**config.mk**
```make
export PLATFORM = sky130hd
export DESIGN_NAME = xlat_cache
export DESIGN_NICKNAME = d
export VERILOG_FILES = /design/src/rtl/xlat_pkg.sv /design/src/rtl/xlat_cam.sv /design/src/rtl/xlat_victim.sv /design/src/rtl/xlat_cache.sv
export SDC_FILE = /design/constraint.sdc
export NUM_CORES = 1
export LEC_CHECK = 0
export BUFFER_PORTS_ARGS = -buffer_cell sky130_fd_sc_hd__buf_2
export CORE_MARGIN = 2
export CORE_UTILIZATION = 55
export DETAILED_ROUTE_END_ITERATION = 8
export MAX_ROUTING_LAYER = met4
export PLACE_DENSITY = 0.72
export REMOVE_ABC_BUFFERS = 1
export SLEW_MARGIN = 10
export SYNTH_ARGS = -nofsm -noshare
export SYNTH_HDL_FRONTEND = slang
export SYNTH_HIERARCHICAL = 1
export SYNTH_SLANG_ARGS = --single-unit
```
**constraint.sdc**
```tcl
create_clock -name clk -period 7 [get_ports clk]
set_input_delay 0 -clock clk [delete_from_list [all_inputs] [get_ports clk]]
set_output_delay 0 -clock clk [all_outputs]
set_load 0.02 [all_outputs]
```
**src/rtl/xlat_pkg.sv**
```systemverilog
package xlat_pkg;

  // where a refill slot comes from
  typedef enum logic [1:0] {
    VSRC_DUP  = 2'd0,
    VSRC_FREE = 2'd1,
    VSRC_RR   = 2'd2
  } vsrc_e;

  localparam int unsigned PAGE_OFF_W = 12;

endpackage

```
**src/rtl/xlat_cam.sv**
```systemverilog
module xlat_cam #(
  parameter int unsigned ENTRIES = 16,
  parameter int unsigned VPN_W   = 20,
  parameter int unsigned PPN_W   = 20,
  localparam int unsigned IDX_W  = $clog2(ENTRIES)
) (
  input  logic               clk,
  input  logic               rst,
  input  logic               clr,
  input  logic               wr_en,
  input  logic [IDX_W-1:0]   wr_idx,
  input  logic [VPN_W-1:0]   wr_vpn,
  input  logic [PPN_W-1:0]   wr_ppn,
  input  logic [VPN_W-1:0]   look_vpn,
  input  logic [VPN_W-1:0]   probe_vpn,
  output logic [ENTRIES-1:0] look_match,
  output logic [PPN_W-1:0]   look_ppn,
  output logic [ENTRIES-1:0] probe_match,
  output logic [ENTRIES-1:0] valid_vec
);

  logic [VPN_W-1:0] tag_q [ENTRIES];
  logic [PPN_W-1:0] ppn_q [ENTRIES];

  for (genvar g = 0; g < ENTRIES; g++) begin : g_ent
    always_ff @(posedge clk) begin
      if (rst || clr) begin
        valid_vec[g] <= 1'b0;
      end else if (wr_en && wr_idx == IDX_W'(g)) begin
        valid_vec[g] <= 1'b1;
      end
    end

    always_ff @(posedge clk) begin
      if (wr_en && !clr && wr_idx == IDX_W'(g)) begin
        tag_q[g] <= wr_vpn;
        ppn_q[g] <= wr_ppn;
      end
    end

    assign look_match[g]  = valid_vec[g] && (tag_q[g] == look_vpn);
    assign probe_match[g] = valid_vec[g] && (tag_q[g] == probe_vpn);
  end

  // at most one entry matches, so an OR of gated values selects it
  always_comb begin
    look_ppn = '0;
    for (int i = 0; i < ENTRIES; i++) begin
      look_ppn = look_ppn | (look_match[i] ? ppn_q[i] : '0);
    end
  end

endmodule

```
**src/rtl/xlat_victim.sv**
```systemverilog
module xlat_victim
  import xlat_pkg::*;
#(
  parameter int unsigned ENTRIES = 16,
  localparam int unsigned IDX_W  = $clog2(ENTRIES)
) (
  input  logic               clk,
  input  logic               rst,
  input  logic               commit,
  input  logic [ENTRIES-1:0] valid_vec,
  input  logic [ENTRIES-1:0] dup_vec,
  output logic [IDX_W-1:0]   victim_idx
);

  logic [IDX_W-1:0] rr_q;
  logic [IDX_W-1:0] dup_idx;
  logic [IDX_W-1:0] free_idx;
  logic             any_free;
  vsrc_e            src;

  always_comb begin
    dup_idx  = '0;
    free_idx = '0;
    any_free = 1'b0;
    for (int i = ENTRIES - 1; i >= 0; i--) begin
      if (dup_vec[i]) dup_idx = IDX_W'(i);
      if (!valid_vec[i]) begin
        free_idx = IDX_W'(i);
        any_free = 1'b1;
      end
    end
  end

  always_comb begin
    if (|dup_vec)      src = VSRC_DUP;
    else if (any_free) src = VSRC_FREE;
    else               src = VSRC_RR;
  end

  always_comb begin
    unique case (src)
      VSRC_DUP:  victim_idx = dup_idx;
      VSRC_FREE: victim_idx = free_idx;
      default:   victim_idx = rr_q;
    endcase
  end

  always_ff @(posedge clk) begin
    if (rst) begin
      rr_q <= '0;
    end else if (commit && src == VSRC_RR) begin
      rr_q <= (rr_q == IDX_W'(ENTRIES - 1)) ? '0 : rr_q + 1'b1;
    end
  end

endmodule

```
**src/rtl/xlat_cache.sv**
```systemverilog
module xlat_cache
  import xlat_pkg::*;
#(
  parameter int unsigned VA_W    = 32,
  parameter int unsigned PA_W    = 32,
  parameter int unsigned ENTRIES = 16,
  localparam int unsigned VPN_W  = VA_W - PAGE_OFF_W,
  localparam int unsigned PPN_W  = PA_W - PAGE_OFF_W,
  localparam int unsigned IDX_W  = $clog2(ENTRIES)
) (
  input  logic             clk,
  input  logic             rst,
  input  logic             lk_valid,
  input  logic [VA_W-1:0]  lk_vaddr,
  output logic             lk_hit,
  output logic             lk_miss,
  output logic [PA_W-1:0]  lk_paddr,
  input  logic             walk_en,
  output logic             walk_req,
  output logic [VPN_W-1:0] walk_vpn,
  output logic             sw_trap,
  output logic             stall,
  input  logic             fill_valid,
  input  logic [VPN_W-1:0] fill_vpn,
  input  logic [PPN_W-1:0] fill_ppn,
  input  logic             flush
);

  logic [VPN_W-1:0]   look_vpn;
  logic [ENTRIES-1:0] look_match;
  logic [ENTRIES-1:0] probe_match;
  logic [ENTRIES-1:0] valid_vec;
  logic [PPN_W-1:0]   look_ppn;
  logic [IDX_W-1:0]   victim_idx;
  logic               commit;
  logic               hit_now;
  logic               miss_now;

  assign look_vpn = lk_vaddr[VA_W-1:PAGE_OFF_W];
  assign commit   = fill_valid && !flush;
  assign hit_now  = lk_valid && |look_match;
  assign miss_now = lk_valid && !(|look_match);

  xlat_cam #(
    .ENTRIES (ENTRIES),
    .VPN_W   (VPN_W),
    .PPN_W   (PPN_W)
  ) u_cam (
    .clk         (clk),
    .rst         (rst),
    .clr         (flush),
    .wr_en       (commit),
    .wr_idx      (victim_idx),
    .wr_vpn      (fill_vpn),
    .wr_ppn      (fill_ppn),
    .look_vpn    (look_vpn),
    .probe_vpn   (fill_vpn),
    .look_match  (look_match),
    .look_ppn    (look_ppn),
    .probe_match (probe_match),
    .valid_vec   (valid_vec)
  );

  xlat_victim #(
    .ENTRIES (ENTRIES)
  ) u_victim (
    .clk        (clk),
    .rst        (rst),
    .commit     (commit),
    .valid_vec  (valid_vec),
    .dup_vec    (probe_match),
    .victim_idx (victim_idx)
  );

  always_ff @(posedge clk) begin
    if (rst) begin
      lk_hit   <= 1'b0;
      lk_miss  <= 1'b0;
      walk_req <= 1'b0;
      sw_trap  <= 1'b0;
      stall    <= 1'b0;
      lk_paddr <= '0;
      walk_vpn <= '0;
    end else begin
      lk_hit   <= hit_now;
      lk_miss  <= miss_now;
      walk_req <= miss_now && walk_en;
      sw_trap  <= miss_now && !walk_en;
      if (lk_valid) begin
        lk_paddr <= {look_ppn, lk_vaddr[PAGE_OFF_W-1:0]};
      end
      if (miss_now) begin
        walk_vpn <= look_vpn;
      end
      if (miss_now) begin
        stall <= 1'b1;
      end else if (fill_valid || flush) begin
        stall <= 1'b0;
      end
    end
  end

endmodule

```
==> impl_metrics.csv, run 1 <==
group,metric,value,unit
status,status,"finished clean",
synth,synth_top_family_by_area,"XOR/XNOR gates",
floorplan,die_area,62300,µm²
worst_setup_path,startpoint,"u_cam/tag_q[14][17]",
worst_setup_path,endpoint,"u_cam/tag_q[14][16]",
layout,fin_nets,2738,
timing,max_slew_margin,0.151,
layout,drive_above_1_share,0.141,
routing,drtIter0Drc,3047,
place,io_buffer_count,134,
worst_setup_path,path_class,"reg -> reg",
worst_setup_path,r2r_end,"u_cam/tag_q[14][16]",
clock_network,cts-root-buf,"clkbuf_16",
clock_network,cts_setup_buffers,0,
worst_setup_path,r2r-start,"u_cam/tag_q[14][17]",
synth,async_reset_ff_frac,0,
worst_setup_path,critPathRequiredTime,7.31,ns
timing,whs,0.0384,ns
layout,area_growth,13.2,%
global_routing,grt_start_max_net_pins,82,
floorplan,core_area,60000,µm²
floorplan,start_util,0.553,
worst_hold_path,hp-class,"in -> reg",
timing,period_share,0.746,
routing,finalWirelength,101000,µm
synth,muxShareOfSynthArea,0.00996,
synth,synth_compound_area_frac,0.0135,
synth,synth_area,33200,µm²
routing,wl_per_cell,28.7,µm
layout,nFillCells,4437,
global_routing,grt_use_total,0.329,
clock_network,cts-resized-gates,0,
clock_network,cts_tree,"done",
timing,tightest_slew,1.27,ns
routing,first_pass_iters,5,
synth,ys.flop_type,"edfxtp_1",
layout,final_util,0.626,
layout,fin_cells,3501,
global_routing,grt_pass1_vias,22200,
synth,synth_edf_count,640,
flow_run,maxCapViolCount,0,
synth,yosysMostFrequentCell,"edfxtp_1",
place,place_congestion,0.955,
synth,synth-warning-count,6,
clock_network,clkTransAtPathRegs,0.06,ns
synth,synth_adder_area_share,0.000377,
floorplan,fp.dieH,250,µm
power_and_ir_drop,peakVddDrop,205,µV
worst_setup_path,slowest_delay,0.84,ns
worst_setup_path,path_cells,"xor2_1, nor4_1, nand4_1, nor4_1, nor2_1, o31ai_1, a211oi_1, o31ai_1, a32o_1, nand2b_1, nor2_4, buf_4",
synth,synth_cells,2482,
timing,fin_skew,0.0324,ns
clock_network,clock_latency,0.64,ns
power_and_ir_drop,powerDensity,246,nW/µm²
synth,synth_area_leader_cell,"edfxtp_1",
routing,postRouteAntennaNets,0,
power_and_ir_drop,cellLeakagePower,12.3,nW
clock_network,cts.htree.levels,3,
timing,setup_tns,0,ns
synth,ys_seq_area_frac,0.626,
routing,vias,22500,
global_routing,antenna_found_initial,0,
synth,synth_common_cells,"edfxtp_1 (640), xnor2_1 (426), nand3_1 (355), xor2_1 (211), nand4_1 (175)",
floorplan,num_rows,90,
timing,period_minus_slack,5.22,ns
place,placedCellCount,3314,
timing,hold_violations,0,
worst_setup_path,worstRegToRegCells,12,
global_routing,grt_pass1_wl,147000,µm
layout,area.sequential,20800,µm²
worst_setup_path,r2r_slack,1.78,ns
clock_network,clockBufferDepth,3,
synth,yosys.area_share.simple,0.145,
worst_setup_path,crit_fanout,22,
layout,multi_input_area,11400,µm²
routing,drc_errors,0,
synth,synth-seq-cells,717,
worst_setup_path,slowest_stage,"nor4_1",
synth,synth-xor-area-share,0.169,
synth,synth_cell_types,55,
synth,yosysTopAreaCellShare,0.579,
worst_setup_path,worst_setup_path_end_kind,"register",
clock_network,cts.sinks,717,
routing,viasPerCell,6.43,
floorplan,die_w,250,µm
timing,final_max_slew_viol_count,0,
floorplan,io_pins,135,
timing,setup_viol,0,
worst_setup_path,start_kind,"register",
synth,ys_top_cells_by_area,"edfxtp_1 (58%), xnor2_1 (11%), xor2_1 (5.6%), nand3_1 (5.4%), dfxtp_1 (4.6%)",
timing,rsz0062_at_grt,"false",
timing,fmax,0.192,GHz
worst_setup_path,worst-endpoint-arrival,5.53,ns
clock_network,cts_inserted_buffers,76,
place,hpwl,61500,µm
synth,avgSynthCellArea,13.4,µm²
global_routing,grt_overflow,0,
-- area by class of cell --
type                    count  share of cell area
multi-input cells        1583               0.304
clock inverters            49              0.0134
repair buffers            267              0.0488
inverters                  14             0.00140
diodes                      1           0.0000666
well taps                 782              0.0261
flip-flops and latches    717               0.553
clock buffers              88              0.0532
-- critical path: cells and delay by family (launching register included) --
kind                   cells  cell delay (ns)
XOR/XNOR                   1             0.18
AND/OR/NAND/NOR            6             2.58
buffers and inverters      1             0.41
flip-flops                 1             0.42
AO/OA/AOI/OAI              4             1.28
-- stage by stage --
stage | total power (W) | instance area [µm²] | setup slack (ns)
global route | 0.00949 | 37600 | 1.50
finish | 0.00926 | 37600 | 1.78
global placement | 0.00528 | 34600 | 1.85
floorplan | 0.00498 | 32000 | -0.110
CTS | 0.00929 | 37500 | 1.86
detailed placement | 0.00529 | 34600 | 1.77
-- placed cells by master (no fill, tap or decap), types with 14 or more instances in the layout --
master and count:
and2_1 17, dfxtp_1 77, nor2_1 65, or4_1 20, nand4_1 175, xnor2_1 426
nand3_1 355, buf_4 82, nor4_1 68, clkbuf_16 77, a21oi_1 24, inv_1 14
clkinv_1 20, dlygate4sd3_1 49, edfxtp_1 640, nand4b_1 20, xor2_1 211, o21ai_0 21
buf_2 133, mux2i_1 33, nand2b_1 27
-- report_power, final --
part	switching (W)	internal (W)	total [W]
sequential	0.0000104	0.00467	0.00469
clock	0.00173	0.00230	0.00402
combinational	0.000364	0.000183	0.000547
total	0.00210	0.00715	0.00926
-- timing repair --
item,CTS,global route
endpoints found under the hold margin,437,0
hold buffers,49,0
setup endpoints to repair,0,0
-- state kept, by name (all words and copies together) (netlist names), 4 cells and up --
name             count
u_victim/rr_q        4
u_cam/valid_vec     16
u_cam/tag_q        320
walk_vpn            20
u_cam/ppn_q        320
lk_paddr            32
-- metal layers --
layer	track usage	up-vias	routed length [µm]	part of all wire
met1	0.433	11200	39300	0.39
met5	-	-	0	0
met2	0.514	1495	47000	0.47
met3	0.0608	258	10700	0.11
met4	0.120	0	3650	0.036
li1	-	9535	-	-
-- kinds of logic after synthesis --
logic type / Yosys count
AOI/OAI and AO/OA: 75
and+or+nand+nor: 836
adders and majority gates: 1
xor gates and xnor gates: 638
muxes: 33
DFF: 717
buffers and inverters: 182
-- worst min-delay path by stage --
stage,from,endpoint,slack [ns],depth (start not counted)
finish,fill_vpn[2],u_cam/tag_q[10][2],0.04,1
global route,fill_vpn[2],u_cam/tag_q[10][2],0.01,1
CTS,fill_vpn[10],u_cam/tag_q[1][10],0.007,1
detailed placement,walk_en,sw_trap,0.17,2
global placement,walk_en,sw_trap,0.17,2
floorplan,rst,u_victim/rr_q[0],0.07,1
No activity file was read; power rests on OpenSTA's default activity.
==> inputs of run 2 (changes only) <==
- clock period: 7 -> 4.4 ns (I/O delays scaled with it)
==> run 2 against run 1 <==
Net effect: first-iteration DRC count grew 10%; cell area grew 2.8%; sequential power grew 59%; clock power grew 62%; non-clock buffer count grew 85; die area is the same; largest cell class unchanged.
==> impl_metrics.csv, run 2 (synthesized netlist as in run 1, its figures left out) <==
group,metric,value,unit
power_and_ir_drop,p_seq_frac,0.499,
timing,period_minus_slack,4.32,ns
routing,wl_per_cell,29.1,µm
place,io_buffer_count,134,
worst_setup_path,start_kind,"primary input",
routing,first_pass_iters,6,
place,place_congestion,0.956,
timing,rsz0062_at_grt,"false",
layout,fin_cells,3591,
status,status,"finished clean",
worst_setup_path,path_class,"in -> reg",
power_and_ir_drop,p_int,0.0115,W
power_and_ir_drop,p_clk_frac,0.437,
worst_setup_path,slowest_stage,"a2111oi_0",
timing,fin_skew,0.0328,ns
routing,finalWirelength,104000,µm
place,placedCellCount,3383,
timing,period_share,0.981,
floorplan,num_rows,90,
timing,max_slew_margin,0.261,
floorplan,start_util,0.553,
clock_network,cts_tree,"done",
timing,setup_viol,0,
layout,final_util,0.643,
global_routing,grt_start_max_net_pins,68,
routing,viasPerCell,6.44,
flow_run,maxCapViolCount,0,
clock_network,cts-root-buf,"clkbuf_16",
floorplan,io_pins,135,
floorplan,die_area,62300,µm²
layout,drive_above_1_share,0.163,
clock_network,clkTransAtPathRegs,0.06,ns
worst_setup_path,worst-endpoint-arrival,4.62,ns
worst_setup_path,crit_fanout,20,
timing,fmax,0.232,GHz
floorplan,die_w,250,µm
clock_network,cts_inserted_buffers,76,
power_and_ir_drop,cellLeakagePower,12.8,nW
global_routing,antenna_found_initial,3,
worst_setup_path,worst_setup_path_end_kind,"register",
timing,hold_violations,0,
timing,tightest_slew,1.11,ns
routing,drtIter0Drc,3355,
floorplan,core_area,60000,µm²
worst_setup_path,critPathRequiredTime,4.70,ns
worst_setup_path,crit_family,"buffers and inverters",
worst_setup_path,path_buf_inv,5,
power_and_ir_drop,p_switching,0.00345,W
worst_setup_path,path_cells,"dlygate4sd3_1, buf_2, xor2_1, nor4_1, nand3_1, nor4_1, buf_4, inv_1, a2111oi_0, o311ai_0, a22o_1, nor4_2, buf_4",
layout,final_cell_mix,"edfxtp_1 (640), xnor2_1 (426), nand3_1 (355)",
timing,setup_tns,0,ns
power_and_ir_drop,comb_power_share,0.064,
global_routing,grt_pass1_vias,22700,
power_and_ir_drop,p_total,0.0149,W
worst_setup_path,slowest_delay,0.65,ns
floorplan,fp.dieH,250,µm
layout,final_common_cell,"edfxtp_1",
power_and_ir_drop,powerDensity,387,nW/µm²
routing,vias,23100,
clock_network,clockBufferDepth,3,
global_routing,grt_use_total,0.341,
clock_network,cts.htree.levels,3,
worst_hold_path,hp-class,"in -> reg",
global_routing,grt_overflow,0,
global_routing,grt_pass1_wl,151000,µm
clock_network,cts.sinks,717,
routing,postRouteAntennaNets,0,
timing,final_max_slew_viol_count,0,
power_and_ir_drop,peakVddDrop,322,µV
power_and_ir_drop,sw_frac_of_total,0.231,
clock_network,clock_latency,0.66,ns
place,hpwl,67000,µm
layout,fin_nets,2823,
layout,reg.largest.list,"u_cam/ppn_q (320), u_cam/tag_q (320), lk_paddr (32)",
routing,drc_errors,0,
layout,area_growth,16.3,%
clock_network,cts_setup_buffers,0,
run 2: changes by cell type in the layout (fill, tap and decap cells not counted), moves of 2 or more:
cell,change
buf_4,+45
buf_12,+24
dlygate4sd3_1,+16
clkinv_1,-10
clkbuf_1,+8
clkbuf_8,+3
clkinv_8,+2
inv_6,+2
run 2: routing by layer:
metal | global-route usage | wire length, µm | vias to the layer above
met5 | - | 0 | -
met2 | 0.508 | 47500 | 1670
li1 | - | - | 9708
met1 | 0.448 | 40400 | 11500
met4 | 0.147 | 4230 | 0
met3 | 0.0829 | 12400 | 264
run 2: worst paths after layout:
path	startpoint	end	slack, ns	depth (start not counted)
worst min-delay path	lk_valid	walk_vpn[18]	0.04	3
worst max register to register	u_cam/tag_q[2][6]	u_cam/ppn_q[4][7]	0.09	11
worst max-delay path	fill_vpn[14]	u_cam/ppn_q[4][7]	0.08	13
worst min register to register	walk_vpn[12]	walk_vpn[12]	0.47	2
run 2: area by class of cell:
class / count / area [µm²]
Multi-Input combinational cell: 1583 / 11400
Sequential cell: 717 / 20800
Fill cell: 4313 / 21400
Clock buffer: 100 / 2090
Inverter: 14 / 52.6
Clock inverter: 42 / 469
Tap cell: 782 / 978
Timing Repair Buffer: 352 / 2810
Antenna cell: 1 / 2.50
run 2: worst reg2reg max path, delay by kind of cell (launching register included):
family                    cells  cell delay, ns
AOI/OAI and AO/OA             3            1.36
xor gates and xnor gates      1            0.19
DFF                           1            0.42
and+or+nand+nor               4            1.37
buffers and inverters         3            0.64
run 2: through the flow:
step | hold slack [ns] | setup WS (ns) | area [µm²]
after floorplan | 0.0691 | -2.71 | 32000
after global placement | 0.171 | 0.167 | 35400
final | 0.0366 | 0.0816 | 38600
after global routing | 0.0428 | 0.0616 | 38600
after detailed placement | 0.174 | 0.145 | 35400
after CTS | 0.0260 | 0.239 | 38600
run 2: power groups by stage:
stage	clock, W	combinational (W)	sequential (W)
final	0.00653	0.000956	0.00745
after global placement	0	0.000874	0.00760
after detailed placement	0	0.000884	0.00760
after floorplan	0	0.000306	0.00762
after CTS	0.00658	0.000934	0.00745
after global routing	0.00685	0.000992	0.00745
run 2: repair_timing:
action,4_1_cts,5_1_grt
hold buffers,65,0
hold endpoints to repair,513,0
gates resized for setup,0,0
==> inputs of run 3 (changes only) <==
- CORE_UTILIZATION: 55 -> 45
- PLACE_DENSITY: 0.72 -> 0.61
==> run 3 against run 2 <==
Net effect: global-route usage is 5.0 points lower; combinational power grew 0.6%; core utilization shrank 11 points; highest routed layer unchanged; largest cell class unchanged; cell area rose by 0.79%; clock power down 5.2%; via count decreased by 1.3%.
==> impl_metrics.csv, run 3 (synthesized netlist as in run 1, its figures left out) <==
group,metric,value,unit
global_routing,grt_overflow,0,
timing,fin_skew,0.0394,ns
timing,tightest_slew,0.928,ns
routing,drc_errors,0,
flow_run,maxCapViolCount,0,
clock_network,clock_latency,0.66,ns
timing,period_share,0.973,
power_and_ir_drop,peakVddDrop,305,µV
routing,first_pass_iters,5,
global_routing,antenna_found_initial,1,
layout,nFillCells,6048,
timing,fmax,0.233,GHz
clock_network,cts_setup_buffers,0,
power_and_ir_drop,powerDensity,375,nW/µm²
timing,final_max_slew_viol_count,0,
status,status,"finished clean",
floorplan,num_rows,99,
floorplan,die_area,75900,µm²
layout,multi_input_area,11400,µm²
worst_hold_path,min_from,"lk_vaddr[28]",
global_routing,grt-busiest-layer,"met2",
worst_setup_path,slowest_stage,"nor4_1",
power_and_ir_drop,p_total,0.0146,W
floorplan,core_area,73000,µm²
routing,wl_per_cell,28.2,µm
worst_setup_path,crit_fanout,20,
clock_network,clockBufferDepth,3,
worst_setup_path,r2r_slack,0.12,ns
worst_hold_path,hold_end,"walk_vpn[16]",
place,io_buffer_count,134,
power_and_ir_drop,cellLeakagePower,12.8,nW
layout,area_growth,17.2,%
timing,max_slew_margin,0.382,
worst_setup_path,worstRegToRegCells,12,
worst_setup_path,critPathRequiredTime,4.70,ns
clock_network,cts_inserted_buffers,78,
timing,setup_tns,0,ns
clock_network,cts_tree,"done",
worst_setup_path,slowest_delay,0.48,ns
clock_network,cts-root-buf,"clkbuf_16",
routing,postRouteAntennaNets,0,
floorplan,start_util,0.455,
layout,final_common_cell,"edfxtp_1",
place,hpwl,70200,µm
routing,drtIter0Drc,2756,
timing,period_minus_slack,4.28,ns
worst_setup_path,crit_family,"simple AND/OR/NAND/NOR gates",
routing,finalWirelength,107000,µm
worst_setup_path,path_cells,"xor2_1, nor4_1, nand4_1, nor4_1, buf_4, inv_1, a2111oi_0, o311ai_0, a22o_1, buf_4, nor4_2, buf_4",
worst_hold_path,hp-class,"in -> reg",
layout,stdcell_area,38900,µm²
worst_setup_path,worst-endpoint-arrival,4.59,ns
layout,reg.largest.list,"u_cam/ppn_q (320), u_cam/tag_q (320), lk_paddr (32)",
global_routing,grt_pass1_vias,22400,
global_routing,grt_pass1_wl,154000,µm
worst_setup_path,path_common_cell,"buf_4",
timing,rsz0062_at_grt,"false",
worst_setup_path,start_kind,"register",
place,place_congestion,0.983,
global_routing,grt_use_total,0.291,
layout,final_cell_mix,"edfxtp_1 (640), xnor2_1 (426), nand3_1 (355)",
routing,viasPerCell,6.01,
timing,hold_violations,0,
clock_network,clkTransAtPathRegs,0.06,ns
global_routing,grt_start_max_net_pins,49,
place,place_area,35800,µm²
floorplan,io_pins,135,
floorplan,fp.dieH,276,µm
layout,area.sequential,20800,µm²
global_routing,grtUsageMet3,0.0404,
global_routing,grt_use_met1,0.384,
global_routing,grt_use_met2,0.457,
worst_setup_path,r2r-start,"u_cam/tag_q[2][8]",
worst_setup_path,worst_setup_path_end_kind,"register",
clock_network,cts.htree.levels,3,
layout,drive_above_1_share,0.166,
clock_network,cts.sinks,717,
timing,setup_viol,0,
worst_hold_path,min_path_cells,3,
worst_setup_path,r2r_end,"u_cam/ppn_q[4][9]",
layout,fin_nets,2852,
routing,vias,22800,
floorplan,die_w,276,µm
worst_setup_path,path_class,"reg -> reg",
worst_setup_path,path_buf_inv,4,
[run 3: changes by cell type in the layout (fill, tap and decap cells not counted), moves of 2 or more]
cell           previous run  this run
clkbuf_1                 16        20
inv_6                     2         0
clkinv_2                 14        11
buf_4                   127       150
bufinv_16                 5         0
dlygate4sd3_1            65        68
clkinv_1                 10        16
[run 3: area by class of cell]
| class | count | area share |
|---|---|---|
| Inverter | 14 | 0.00135 |
| Clock inverter | 38 | 0.00762 |
| Antenna cell | 1 | 0.0000643 |
| Timing Repair Buffer | 379 | 0.0780 |
| Clock buffer | 104 | 0.0545 |
| Sequential cell | 717 | 0.534 |
| Multi-Input combinational cell | 1583 | 0.294 |
| Tap cell | 959 | 0.0308 |
[run 3: metrics by stage]
stage / hold slack, ns / worst slack, ns / std cells / util
after CTS: 0.00996 / 0.293 / 3794 / 0.533
after global routing: 0.0380 / 0.0246 / 3794 / 0.533
final: 0.0524 / 0.117 / 3795 / 0.533
after floorplan: 0.0691 / -2.71 / 2314 / -
after global placement: 0.171 / 0.355 / 3584 / 0.491
after detailed placement: 0.178 / 0.237 / 3584 / 0.491
[run 3: what timing repair did]
item | CTS | global route
hold buffers | 68 | 0
endpoints found under the setup margin | 0 | 14
gates resized for setup | 0 | 1
endpoints found under the hold margin | 547 | 0
[run 3: worst min-delay path: cells and delay by family]
family / cells / cell delay [ns]
buffers and inverters: 1 / 0.35
AOI/OAI and AO/OA: 1 / 0.07
and+or+nand+nor: 1 / 0.21
[run 3: metal layers]
metal | vias to the layer above | part of all wire
met4 | 0 | 0.038
met5 | - | 0
met3 | 236 | 0.079
met1 | 11600 | 0.41
li1 | 9767 | -
met2 | 1169 | 0.47
[run 3: worst max-delay path by stage]
stage | from | to | slack (ns) | cells past startpoint
floorplan | u_cam/tag_q[13][16] | u_cam/ppn_q[4][0] | -2.71 | 9
global placement | fill_vpn[11] | u_cam/tag_q[0][12] | 0.35 | 17
detailed placement | fill_vpn[11] | u_cam/tag_q[0][0] | 0.24 | 17
CTS | u_cam/tag_q[12][14] | u_cam/tag_q[0][18] | 0.29 | 15
global route | u_cam/tag_q[2][8] | u_cam/ppn_q[4][7] | 0.02 | 12
finish | u_cam/tag_q[2][8] | u_cam/ppn_q[4][9] | 0.12 | 12
[run 3: report_power, final]
group / internal [W] / total [W] / switching [W]
clock network: 0.00343 / 0.00619 / 0.00276
logic: 0.000348 / 0.000962 / 0.000614
registers: 0.00744 / 0.00745 / 0.0000156
total: 0.0112 / 0.0146 / 0.00339
